### config.mk
export PLATFORM = sky130hd
export DESIGN_NAME = tpa_status_gen
export DESIGN_NICKNAME = d
export VERILOG_FILES = /design/src/rtl/tpa_pkg.sv /design/src/rtl/tpa_hyst_cell.sv /design/src/rtl/tpa_view_mux.sv /design/src/rtl/tpa_status_gen.sv
export SDC_FILE = /design/constraint.sdc
export NUM_CORES = 1
export LEC_CHECK = 0
export ABC_AREA = 1
export BUFFER_PORTS_ARGS = -buffer_cell sky130_fd_sc_hd__buf_2
export CORE_MARGIN = 3
export CORE_UTILIZATION = 35
export DETAILED_ROUTE_END_ITERATION = 8
export SLEW_MARGIN = 40
export SYNTH_ARGS = -nofsm -noshare
export SYNTH_HDL_FRONTEND = slang
export SYNTH_SLANG_ARGS = --single-unit
### constraint.sdc
create_clock -name clk -period 1.2 [get_ports clk]
set_input_delay 0.06 -clock clk [delete_from_list [all_inputs] [get_ports clk]]
set_output_delay 0.06 -clock clk [all_outputs]
set_load 0.05 [all_outputs]
### src/rtl/tpa_pkg.sv
package tpa_pkg;

  typedef enum logic [1:0] {
    LVL_HOLD  = 2'd0,
    LVL_SET   = 2'd1,
    LVL_CLEAR = 2'd2
  } lvl_act_e;

  // Width of a count that must hold 0..depth inclusive.
  function automatic int cnt_width(input int depth);
    return $clog2(depth + 1);
  endfunction

  // Hysteresis decision; the fall condition has priority.
  function automatic lvl_act_e judge(input int unsigned room,
                                     input int unsigned on_at,
                                     input int unsigned off_at);
    if (room <= off_at)     return LVL_CLEAR;
    else if (room >= on_at) return LVL_SET;
    else                    return LVL_HOLD;
  endfunction

  function automatic logic apply_act(input lvl_act_e act, input logic cur);
    case (act)
      LVL_SET:   return 1'b1;
      LVL_CLEAR: return 1'b0;
      default:   return cur;
    endcase
  endfunction

endpackage

### src/rtl/tpa_hyst_cell.sv
module tpa_hyst_cell
  import tpa_pkg::*;
#(
  parameter int CNT_W = 9
) (
  input  logic             clk,
  input  logic             rst_n,
  input  logic [CNT_W-1:0] room_i,
  input  logic [CNT_W-1:0] on_lvl_i,
  input  logic [CNT_W-1:0] off_lvl_i,
  output logic             flag_o
);

  lvl_act_e act;
  logic     flag_q;

  assign act = judge(32'(room_i), 32'(on_lvl_i), 32'(off_lvl_i));

  always_ff @(posedge clk or negedge rst_n) begin
    if (!rst_n) flag_q <= 1'b1;
    else        flag_q <= apply_act(act, flag_q);
  end

  assign flag_o = flag_q;

  // reaching the rise level sets the flag
  p_rise_r1: assert property (@(posedge clk) disable iff (!rst_n)
    (room_i >= on_lvl_i && room_i > off_lvl_i) |=> flag_o);

  // at or below the fall level clears the flag
  p_fall_r2: assert property (@(posedge clk) disable iff (!rst_n)
    (room_i <= off_lvl_i) |=> !flag_o);

  // between levels the flag holds
  p_hold_r3: assert property (@(posedge clk) disable iff (!rst_n)
    (room_i > off_lvl_i && room_i < on_lvl_i) |=> $stable(flag_o));

  // reset forces the flag high
  p_reset_high_r8: assert property (@(posedge clk)
    !rst_n |=> flag_o);

endmodule

### src/rtl/tpa_view_mux.sv
module tpa_view_mux #(
  parameter int NUM_PORTS = 4,
  parameter int ADDR_W    = 8
) (
  input  logic                 clk,
  input  logic                 rst_n,
  input  logic [NUM_PORTS-1:0] flag_vec_i,
  input  logic                 sel_stb_i,
  input  logic [ADDR_W-1:0]    sel_addr_i,
  input  logic [ADDR_W-1:0]    poll_addr_i,
  output logic                 sel_avail_o,
  output logic                 poll_avail_o
);

  logic [ADDR_W-1:0] sel_q;
  logic [ADDR_W-1:0] poll_q;
  logic              sel_in_rng;
  logic              poll_in_rng;
  logic              sel_hit;
  logic              poll_hit;
  logic              poll_out_q;

  // Selected port register
  always_ff @(posedge clk or negedge rst_n) begin
    if (!rst_n)         sel_q <= '0;
    else if (sel_stb_i) sel_q <= sel_addr_i;
  end

  // Poll pipeline: address stage then result stage
  always_ff @(posedge clk or negedge rst_n) begin
    if (!rst_n) begin
      poll_q     <= '0;
      poll_out_q <= 1'b1;
    end else begin
      poll_q     <= poll_addr_i;
      poll_out_q <= poll_hit;
    end
  end

  // Index by comparison so an out-of-range address simply misses
  always_comb begin
    sel_hit     = 1'b0;
    poll_hit    = 1'b0;
    sel_in_rng  = 1'b0;
    poll_in_rng = 1'b0;
    for (int i = 0; i < NUM_PORTS; i++) begin
      if (32'(sel_q) == i) begin
        sel_hit    = flag_vec_i[i];
        sel_in_rng = 1'b1;
      end
      if (32'(poll_q) == i) begin
        poll_hit    = flag_vec_i[i];
        poll_in_rng = 1'b1;
      end
    end
  end

  assign sel_avail_o  = sel_hit;
  assign poll_avail_o = poll_out_q;

  // a strobe loads the address
  p_sel_take_r5: assert property (@(posedge clk) disable iff (!rst_n)
    sel_stb_i |=> (sel_q == $past(sel_addr_i)));

  // an out-of-range selection reads low
  p_sel_oob_r5: assert property (@(posedge clk) disable iff (!rst_n)
    !sel_in_rng |-> !sel_avail_o);

  // no strobe, no change of selection
  p_sel_keep_r9: assert property (@(posedge clk) disable iff (!rst_n)
    !sel_stb_i |=> $stable(sel_q));

  // in-range poll reports the flag seen one edge earlier
  p_poll_track_r6: assert property (@(posedge clk) disable iff (!rst_n)
    poll_in_rng |=> (poll_avail_o == $past(poll_hit)));

  // out-of-range poll reads low
  p_poll_oob_r7: assert property (@(posedge clk) disable iff (!rst_n)
    !poll_in_rng |=> !poll_avail_o);

endmodule

### src/rtl/tpa_status_gen.sv
module tpa_status_gen #(
  parameter  int NUM_PORTS  = 4,
  parameter  int FIFO_DEPTH = 256,
  parameter  int ADDR_W     = 8,
  localparam int CNT_W      = tpa_pkg::cnt_width(FIFO_DEPTH)
) (
  input  logic                       clk,
  input  logic                       rst_n,
  input  logic [NUM_PORTS*CNT_W-1:0] free_bytes_i,
  input  logic [CNT_W-1:0]           rise_lvl_i,
  input  logic [CNT_W-1:0]           fall_lvl_i,
  input  logic                       sel_stb_i,
  input  logic [ADDR_W-1:0]          sel_addr_i,
  input  logic [ADDR_W-1:0]          poll_addr_i,
  output logic [NUM_PORTS-1:0]       direct_avail_o,
  output logic                       sel_avail_o,
  output logic                       poll_avail_o
);

  logic [NUM_PORTS-1:0] flag_vec;

  for (genvar p = 0; p < NUM_PORTS; p++) begin : g_port
    tpa_hyst_cell #(.CNT_W(CNT_W)) u_cell (
      .clk      (clk),
      .rst_n    (rst_n),
      .room_i   (free_bytes_i[p*CNT_W +: CNT_W]),
      .on_lvl_i (rise_lvl_i),
      .off_lvl_i(fall_lvl_i),
      .flag_o   (flag_vec[p])
    );
  end

  tpa_view_mux #(.NUM_PORTS(NUM_PORTS), .ADDR_W(ADDR_W)) u_views (
    .clk         (clk),
    .rst_n       (rst_n),
    .flag_vec_i  (flag_vec),
    .sel_stb_i   (sel_stb_i),
    .sel_addr_i  (sel_addr_i),
    .poll_addr_i (poll_addr_i),
    .sel_avail_o (sel_avail_o),
    .poll_avail_o(poll_avail_o)
  );

  assign direct_avail_o = flag_vec;

  // while reset is held every view reports space
  p_reset_views_r8: assert property (@(posedge clk)
    !rst_n |=> (&direct_avail_o && sel_avail_o && poll_avail_o));

endmodule

# Word level (Yosys, flattened, before mapping)
# Index checks and enable logic that the tools add are counted.
# word_totals
wordCells	55
regBits	21
output_inout_bits	6
input_bits	73
# op_classes
reduce_logical	6
n_mux	20
eq_ne	14
order_cmp	8
# ops
cell	n
9-bit greater-or-equal comparator	4
9-bit less-or-equal comparator	4
8-bit by 2-bit == test with 1-bit output, second input constant	4
8-bit by 1-bit == test with 1-bit output, second input constant	2
8-bit zero test	2
1-bit two-way mux	12
2-bit by 1-bit == test with 1-bit output, second input constant	4
2-bit == test, second input constant	4
2-bit two-way mux	4
1-bit case mux with 2 select lines	4
2-bit nonzero test	4

# Logic depth before layout (Yosys ltp)
# Gate-level depths: netlist of the first run.
# depth
ltp_word	5
depth_mapped	10
mapped_depth_nobuf	10

# Hierarchy
# A second synthesis of the first run with hierarchy kept.
# hier_totals
hier_cells	413
hier_area_um2	2816.5
# modules_own_cells
module	instances	area_each_um2	cells_each	seq_area_each_um2
tpa_hyst_cell	4	541.8	88	26.3
tpa_view_mux	1	649.4	61	426.7

# Least setup slack after synthesis of the first run
# Ideal clock, no wire load.
# synth_path
path_kind	register to output
startpoint	reg g_port[0].u_cell.flag_q
endpoint	out sel_avail_o
slack_ns	-0.298
arrival_time_ns	1.438
required_ns	1.140
path_buffers	0
path_stages_with_launch	5
path_cell_list	dfstp_2 inv_1 o21ai_0 nand3_1 nor2_1
# synth_between
elab_chain_len	4
# synth_lines
item	line	rtl
start: declaration	tpa_hyst_cell.sv:15	logic flag_q;
start signal: assignment	tpa_hyst_cell.sv:21	else flag_q <= apply_act(act, flag_q);
1-bit two-way mux (4 in series)	tpa_view_mux.sv:47	if (32'(sel_q) == i) begin
end: declaration	tpa_status_gen.sv:16	output logic sel_avail_o,
# Every way passes these cells.

# Final worst setup path of the first run
# layout_path
startpoint	reg u_views.sel_q[5]
endpoint	out sel_avail_o
# layout_between
elab_chain_len	5
word_cells_on_any_way	8
cone_classes	eq/ne: 3; mux: 4; reduce/logical: 1
# layout_lines
item	line	rtl
start: declaration	tpa_view_mux.sv:15	logic [ADDR_W-1:0] sel_q;
start signal: assignment	tpa_view_mux.sv:26	else if (sel_stb_i) sel_q <= sel_addr_i;
8-bit zero test	tpa_view_mux.sv:47	
1-bit two-way mux (3 in series)	tpa_view_mux.sv:47	
1-bit two-way mux (*)	tpa_view_mux.sv:47	
# Mark *: on every way between the ends. The rest lies on a longest branch, timed or not.

==> impl_table.tex, run 1 <==
\begin{tabular}{lr}
\hline
Metric & Value \\
\hline
\multicolumn{2}{l}{\textbf{Status}} \\
Result of the run & finished, violations left \\
Failing checks & negative setup slack \\
\multicolumn{2}{l}{\textbf{Setup path}} \\
Endpoint class of the critical path & output pin \\
Worst-path fanout max & 2 \\
Destination of the worst register-to-register timing path & u\_views.poll\_avail\_o \\
Crit path required time & 1.14 ns \\
Critical path class & flop to output pin \\
R2r setup slk & 0.10 ns \\
Element type at the critical path start & flop \\
Length in cells of the worst reg-to-reg path & 5 \\
R2R Path Start & g\_port[0].u\_cell.flag\_o \\
Arrival time at the worst endpoint & 1.35 ns \\
\multicolumn{2}{l}{\textbf{GRT}} \\
Initial antenna violation count & 0 \\
Total global-route track usage & 15.3\% \\
Aggregate global routing overflow & 0 \\
Maximum number of pins on one net before global-route repair & 22 \\
Via count of the first global-routing pass & 2,453 \\
Global-route wire length before repair & 10,700 um \\
\multicolumn{2}{l}{\textbf{Job}} \\
Number of max-cap violations & 0 \\
\multicolumn{2}{l}{\textbf{Finish}} \\
Area Growth Syn to Fin & 27.4\% \\
Antenna fix cells & 0 \\
Nets & 579 \\
Ratio of cells with drive above 1 in the final layout & 26.8\% \\
Non-filler cells in the finished layout & 529 \\
\multicolumn{2}{l}{\textbf{STA}} \\
PnR worst setup slack & -0.211 ns \\
Unrepaired setup endpoints after global routing & yes \\
Layout Skew & 0.00324 ns \\
Achievable clock frequency & 709 MHz \\
Max-slew headroom at the worst pin & 68.9\% \\
Worst Max-Slew Pin Slew & 0.467 ns \\
Final worst-path cycle share & 118\% \\
Number of failing setup endpoints in the final timing report & 1 \\
Slew Viols, Final & 0 \\
Final critical delay including setup and external delays & 1.41 ns \\
Final Hold Fails & 0 \\
\multicolumn{2}{l}{\textbf{CTS}} \\
Clock slew at the register clock pins of the worst setup and hold paths & 0.07 ns \\
Number of H-tree levels & 1 \\
Clock network latency to the later pin of the worst-skew pair & 0.26 ns \\
Cell chosen for the clock root & sky130\_fd\_sc\_hd\_\_clkbuf\_8 \\
Buffer depth of the longest clock path & 2 \\
Clock tree from TritonCTS & done \\
Clock Sinks & 21 \\
Inserted Clock Buffers & 3 \\
\multicolumn{2}{l}{\textbf{Placed design}} \\
Final weighted congestion in routability-driven placement & 0.915 \\
HPWL after DPL & 5660 um \\
Dpl cells & 515 \\
Count of input and output buffers & 78 \\
\multicolumn{2}{l}{\textbf{Worst hold path}} \\
Hold path depth & 3 \\
Sink of the worst hold path & u\_views.sel\_q[0] \\
Type of the worst min-delay path & primary input to flop \\
Startpoint of the most critical hold path & sel\_addr\_i[0] \\
\multicolumn{2}{l}{\textbf{Routing}} \\
Total vias in the final route & 2,451 \\
Initial DRT Pass Iterations & 4 \\
Total detailed-routing wirelength & 6330 um \\
DR WL/cell & 12.0 um \\
Initial drt markers & 50 \\
Detail Route Antenna Nets & 0 \\
Detailed-route DRC error count & 0 \\
Via density per instance & 4.63 \\
\multicolumn{2}{l}{\textbf{Pwr}} \\
Ratio of total power to cell area & 703 nW/um\^{}2 \\
Worst voltage drop across the vdd grid & 0.375 mV \\
Static leakage power & 0.00185 uW \\
Power consumption & 2300 uW \\
\multicolumn{2}{l}{\textbf{Floorplan}} \\
Starting utilization of the core area & 37.0\% \\
Cell row count & 30 \\
Area of the placeable core & 6940 um\^{}2 \\
DIE AREA & 8400 um\^{}2 \\
Ports placed on the boundary & 79 \\
Width of the die & 91.7 um \\
Overall die height & 91.7 um \\
\multicolumn{2}{l}{\textbf{Logic synthesis}} \\
Unique masters post-synth & 23 \\
Synthesized Nets & 485 \\
Yosys warning total & 0 \\
Register bit total from synthesis & 21 \\
Post-Syn Instances & 340 \\
Sequential cell area fraction in the yosys report & 20.7\% \\
Post-Synthesis Mean Instance Area & 7.55 um\^{}2 \\
Post-synth design cell area & 2570 um\^{}2 \\
\hline
\end{tabular}
[synth_stat cells]
| master | n | share of area [%] |
|---|---|---|
| sky130_fd_sc_hd__dfstp_2 | 5 | 5.1 |
| sky130_fd_sc_hd__inv_1 | 48 | 7.0 |
| sky130_fd_sc_hd__o21bai_1 | 2 | 0.58 |
| sky130_fd_sc_hd__buf_4 | 4 | 1.2 |
| sky130_fd_sc_hd__a21oi_1 | 22 | 4.3 |
| sky130_fd_sc_hd__nand2_2 | 2 | 0.49 |
| sky130_fd_sc_hd__nand4_1 | 3 | 0.73 |
| sky130_fd_sc_hd__nand2_1 | 86 | 13 |
| sky130_fd_sc_hd__nor2_1 | 31 | 4.5 |
| sky130_fd_sc_hd__mux2_2 | 7 | 3.1 |
| sky130_fd_sc_hd__nor2_2 | 7 | 1.7 |
| sky130_fd_sc_hd__a21o_1 | 3 | 0.88 |
| sky130_fd_sc_hd__o211ai_1 | 1 | 0.29 |
| sky130_fd_sc_hd__nor3_1 | 2 | 0.39 |
| sky130_fd_sc_hd__a21boi_1 | 1 | 0.29 |
| sky130_fd_sc_hd__dfrtp_1 | 16 | 16 |
| sky130_fd_sc_hd__ha_1 | 72 | 35 |
| sky130_fd_sc_hd__buf_2 | 1 | 0.19 |
| sky130_fd_sc_hd__o21ai_0 | 5 | 0.97 |
| sky130_fd_sc_hd__nand3b_1 | 4 | 1.2 |
| sky130_fd_sc_hd__nor4_1 | 2 | 0.49 |
| sky130_fd_sc_hd__a21boi_2 | 1 | 0.44 |
| sky130_fd_sc_hd__nand3_1 | 15 | 2.9 |
[critical path, stage by stage (launching register included)]
cell and delay, ns:
sky130_fd_sc_hd__dfrtp_1 0.39, sky130_fd_sc_hd__nor4_2 0.29, sky130_fd_sc_hd__nand3_2 0.13, sky130_fd_sc_hd__nor2_4 0.12, sky130_fd_sc_hd__buf_8 0.15
[sequential cells by signal, summed over array words and instances, names as in the netlist]
signal,cells
g_port.u_cell.flag_o,4
u_views.sel_q,8
u_views.poll_avail_o,1
u_views.poll_q,8
[placed cells by master, fill, tap and decap left out, types with 3 or more instances in the layout]
cell                             n
sky130_fd_sc_hd__o21ai_0         3
sky130_fd_sc_hd__nor2_2          7
sky130_fd_sc_hd__dfstp_2         5
sky130_fd_sc_hd__nand4_1         3
sky130_fd_sc_hd__ha_1           72
sky130_fd_sc_hd__clkbuf_8        3
sky130_fd_sc_hd__nand2_1        86
sky130_fd_sc_hd__buf_4          10
sky130_fd_sc_hd__dfrtp_1        16
sky130_fd_sc_hd__buf_2          74
sky130_fd_sc_hd__nand3_1        14
sky130_fd_sc_hd__a21o_1          3
sky130_fd_sc_hd__nand3b_1        4
sky130_fd_sc_hd__a21oi_1        22
sky130_fd_sc_hd__mux2_2          7
sky130_fd_sc_hd__dlygate4sd3_1   9
sky130_fd_sc_hd__nor2_1         30
sky130_fd_sc_hd__inv_1          47
[layer usage]
metal	wire, um	track usage, %	share of wire (%)
met5	0	0	0
met4	57	2.01	0.90
met3	276	2.30	4.4
met2	2990	26.5	47
met1	3000	20.7	47
[kinds of logic (layout without fill, tap and decap cells)]
family | Yosys count | in the layout | share of synthesized area [%]
adder cells (fa/ha/maj) | 72 | 72 | 35.1
AO/OA/AOI/OAI | 35 | 35 | 7.75
buffers and inverters | 53 | 146 | 8.38
multiplexers | 7 | 7 | 3.07
AND/OR/NAND/NOR | 152 | 152 | 25.0
flip-flops | 21 | 21 | 20.7
[report_power, final]
part,switching [uW],total (uW),internal (uW)
logic,581,1030,447
clock network,220,451,231
registers,37.8,821,784
total,838,2300,1460
[per-stage QoR]
step                TNS, ns  hold slack, ns  worst slack (ns)  utilization (%)  area [um^2]
floorplan                 0          -0.236            0.0327                -         2570
global placement    -0.0742          0.0298           -0.0742             44.6         3100
detailed placement  -0.0905          0.0422           -0.0676             44.6         3100
CTS                  -0.243          0.0202            -0.243             47.1         3270
global route         -0.278          0.0253            -0.278             47.1         3270
finish               -0.211          0.0193            -0.211             47.1         3270
[repair_timing]
item | in CTS | in global routing
pin swaps | 4 | 3
cloned | 0 | 0
hold buffers | 9 | 0
resized for setup | 10 | 2
setup buffers | 1 | 0
endpoints found under the hold margin | 24 | 0
endpoints found under the setup margin | 4 | 1
[how the worst max path moves through the flow]
stage                            start     endpoint  slack [ns]  depth (start not counted)
2_1_floorplan  g_port[0].u_cell.flag_o  sel_avail_o        0.03                          4
3_3_place_gp   g_port[0].u_cell.flag_o  sel_avail_o       -0.07                          5
3_5_place_dp   g_port[0].u_cell.flag_o  sel_avail_o       -0.07                          5
4_1_cts               u_views.sel_q[2]  sel_avail_o       -0.24                          4
5_1_grt        g_port[0].u_cell.flag_o  sel_avail_o       -0.28                          5
6_report              u_views.sel_q[5]  sel_avail_o       -0.21                          4
[layout make-up]
type	instances	area, um^2
Sequential cell	21	532
Fill cell	735	3670
Tap cell	96	120
Clock inverter	1	5.00
Clock buffer	3	41.3
Multi-Input combinational cell	266	1840
Timing Repair Buffer	94	551
Inverter	48	180
No activity file was read; power rests on OpenSTA's default activity.
==> inputs of run 2 (changes only) <==
REMOVE_ABC_BUFFERS = 1   (was default)
==> impl_table.tex, run 2 (same netlist as run 1, synthesis figures left out) <==
\begin{tabular}{lr}
\hline
Metric & Value \\
\hline
\multicolumn{2}{l}{\textbf{Status}} \\
Result of the run & finished, violations left \\
Failing checks & negative setup slack \\
\multicolumn{2}{l}{\textbf{Routing}} \\
Detailed-route DRC error count & 0 \\
Via density per instance & 4.66 \\
Total vias in the final route & 2,454 \\
Initial DRT Pass Iterations & 4 \\
DR WL/cell & 12.0 um \\
Detail Route Antenna Nets & 0 \\
Total detailed-routing wirelength & 6320 um \\
Initial drt markers & 56 \\
\multicolumn{2}{l}{\textbf{Floorplan}} \\
Starting utilization of the core area & 37.0\% \\
Cell row count & 30 \\
Width of the die & 91.7 um \\
DIE AREA & 8400 um\^{}2 \\
Area of the placeable core & 6940 um\^{}2 \\
Ports placed on the boundary & 79 \\
Overall die height & 91.7 um \\
\multicolumn{2}{l}{\textbf{Job}} \\
Number of max-cap violations & 0 \\
\multicolumn{2}{l}{\textbf{Pwr}} \\
Proportion of power drawn by flip-flops and latches & 35.8\% \\
Gate power share & 44.4\% \\
Ratio of total power to cell area & 708 nW/um\^{}2 \\
Clk pwr share & 19.8\% \\
Power consumption & 2300 uW \\
Static leakage power & 0.00183 uW \\
Worst voltage drop across the vdd grid & 0.452 mV \\
Internal Power & 1460 uW \\
Switch Pwr & 840 uW \\
Proportion of total power due to net switching & 36.5\% \\
\multicolumn{2}{l}{\textbf{Setup path}} \\
Arrival time at the worst endpoint & 1.32 ns \\
Slowest cell delay on critical path & 0.39 ns \\
Crit path max-delay family & simple AND/OR/NAND/NOR gates \\
Critical path buffers and inverters & 1 \\
Worst-path fanout max & 2 \\
Ordered list of cells on the worst path & nor4\_2, nand3\_1, nor2\_2, buf\_6 \\
Critical path class & flop to output pin \\
Element type at the critical path start & flop \\
Max stage delay cell, worst path & sky130\_fd\_sc\_hd\_\_dfrtp\_1 \\
Crit path required time & 1.14 ns \\
Endpoint class of the critical path & output pin \\
\multicolumn{2}{l}{\textbf{STA}} \\
Layout Skew & 0.00310 ns \\
Final critical delay including setup and external delays & 1.38 ns \\
PnR worst setup slack & -0.175 ns \\
Final total negative setup slack & -0.175 ns \\
Unrepaired setup endpoints after global routing & yes \\
Slew Viols, Final & 0 \\
Final Hold Fails & 0 \\
Final worst-path cycle share & 115\% \\
Max-slew headroom at the worst pin & 69.2\% \\
Worst Max-Slew Pin Slew & 0.463 ns \\
Achievable clock frequency & 727 MHz \\
Number of failing setup endpoints in the final timing report & 1 \\
\multicolumn{2}{l}{\textbf{GRT}} \\
Total global-route track usage & 15.3\% \\
Most heavily used metal layer in global routing & met2 \\
Global-route wire length before repair & 10,600 um \\
Initial antenna violation count & 0 \\
Aggregate global routing overflow & 0 \\
Via count of the first global-routing pass & 2,467 \\
Met2 routing resource usage after global routing & 27.1\% \\
Maximum number of pins on one net before global-route repair & 22 \\
Met1 demand-to-capacity share in global routing & 20.5\% \\
GRT met3 Usage & 1.80\% \\
\multicolumn{2}{l}{\textbf{Finish}} \\
Area Growth Syn to Fin & 26.8\% \\
Most common cell after layout, fill and taps aside & sky130\_fd\_sc\_hd\_\_nand2\_1 \\
Antenna fix cells & 0 \\
Ratio of cells with drive above 1 in the final layout & 26.9\% \\
Commonest cells after routing, fill and taps aside & sky130\_fd\_sc\_hd\_\_nand2\_1 (86), sky130\_fd\_sc\_hd\_\_buf\_2 (74), sky130\_fd\_sc\_hd\_\_ha\_1 (72) \\
Nets & 577 \\
\multicolumn{2}{l}{\textbf{CTS}} \\
Clock slew at the register clock pins of the worst setup and hold paths & 0.07 ns \\
Clock network latency to the later pin of the worst-skew pair & 0.26 ns \\
Number of H-tree levels & 1 \\
Inserted Clock Buffers & 3 \\
Clock tree from TritonCTS & done \\
Clock Sinks & 21 \\
Buffer depth of the longest clock path & 2 \\
Cell chosen for the clock root & sky130\_fd\_sc\_hd\_\_clkbuf\_8 \\
\multicolumn{2}{l}{\textbf{Placed design}} \\
Count of input and output buffers & 78 \\
Final weighted congestion in routability-driven placement & 0.838 \\
HPWL after DPL & 5670 um \\
\multicolumn{2}{l}{\textbf{Worst hold path}} \\
Type of the worst min-delay path & primary input to flop \\
\hline
\end{tabular}
-- run 2: cell type report --
class | count | area (um^2)
fillers | 711 | 3690
well taps | 96 | 120
multi-input cells | 266 | 1840
clock inverters | 1 | 7.51
clock buffers | 3 | 41.3
flip-flops and latches | 21 | 532
inverters | 48 | 180
repair buffers | 92 | 536
-- run 2: worst paths after layout --
path,slack [ns],from,cells past startpoint,end
setup / recovery,-0.18,u_views.sel_q[5],4,sel_avail_o
hold reg to reg,0.46,u_views.poll_q[3],3,u_views.poll_avail_o
setup reg to reg,0.11,g_port[3].u_cell.flag_o,6,g_port[3].u_cell.flag_o
max in group asynchronous,0.55,rst_n,2,g_port[3].u_cell.flag_o
min in group asynchronous,0.31,rst_n,2,u_views.poll_q[4]
hold / removal,0.02,sel_addr_i[0],3,u_views.sel_q[0]
-- run 2: timing repair --
item / in CTS / in global routing
gates resized for setup: 9 / 7
pin swaps: 2 / 7
gates cloned: 0 / 0
endpoints found under the hold margin: 24 / 0
setup buffers: 1 / 0
hold buffers: 9 / 0
endpoints found under the setup margin: 4 / 4
-- run 2: per-stage QoR --
step / util, % / hold WS [ns] / area (um^2) / cells / setup WS (ns)
5_1_grt: 46.9 / 0.0281 / 3260 / 527 / -0.232
4_1_cts: 46.8 / 0.0160 / 3250 / 528 / -0.233
2_1_floorplan: - / -0.236 / 2530 / 335 / -0.511
3_3_place_gp: 44.4 / 0.0324 / 3080 / 514 / -0.0413
6_report: 46.9 / 0.0180 / 3260 / 527 / -0.175
3_5_place_dp: 44.4 / 0.0306 / 3080 / 514 / -0.0604
-- run 2: metal layers --
| layer | vias up | share of wire, % | wire length [um] |
|---|---|---|---|
| li1 | 1303 | - | - |
| met1 | 1104 | 48 | 3050 |
| met2 | 43 | 48 | 3010 |
| met3 | 4 | 3.4 | 215 |
| met4 | 0 | 0.70 | 44 |
| met5 | - | 0 | 0 |
-- run 2: power groups by stage --
stage | clock network [uW] | logic (uW) | registers, uW
3_3_place_gp | 0 | 956 | 830
4_1_cts | 472 | 1030 | 822
2_1_floorplan | 0 | 545 | 902
3_5_place_dp | 0 | 980 | 832
6_report | 457 | 1020 | 824
5_1_grt | 502 | 1190 | 830
-- run 2: worst min-delay path, stage by stage --
cell                      delay [ns]
sky130_fd_sc_hd__buf_2          0.08
sky130_fd_sc_hd__nand2_1        0.04
sky130_fd_sc_hd__o21ai_0        0.06
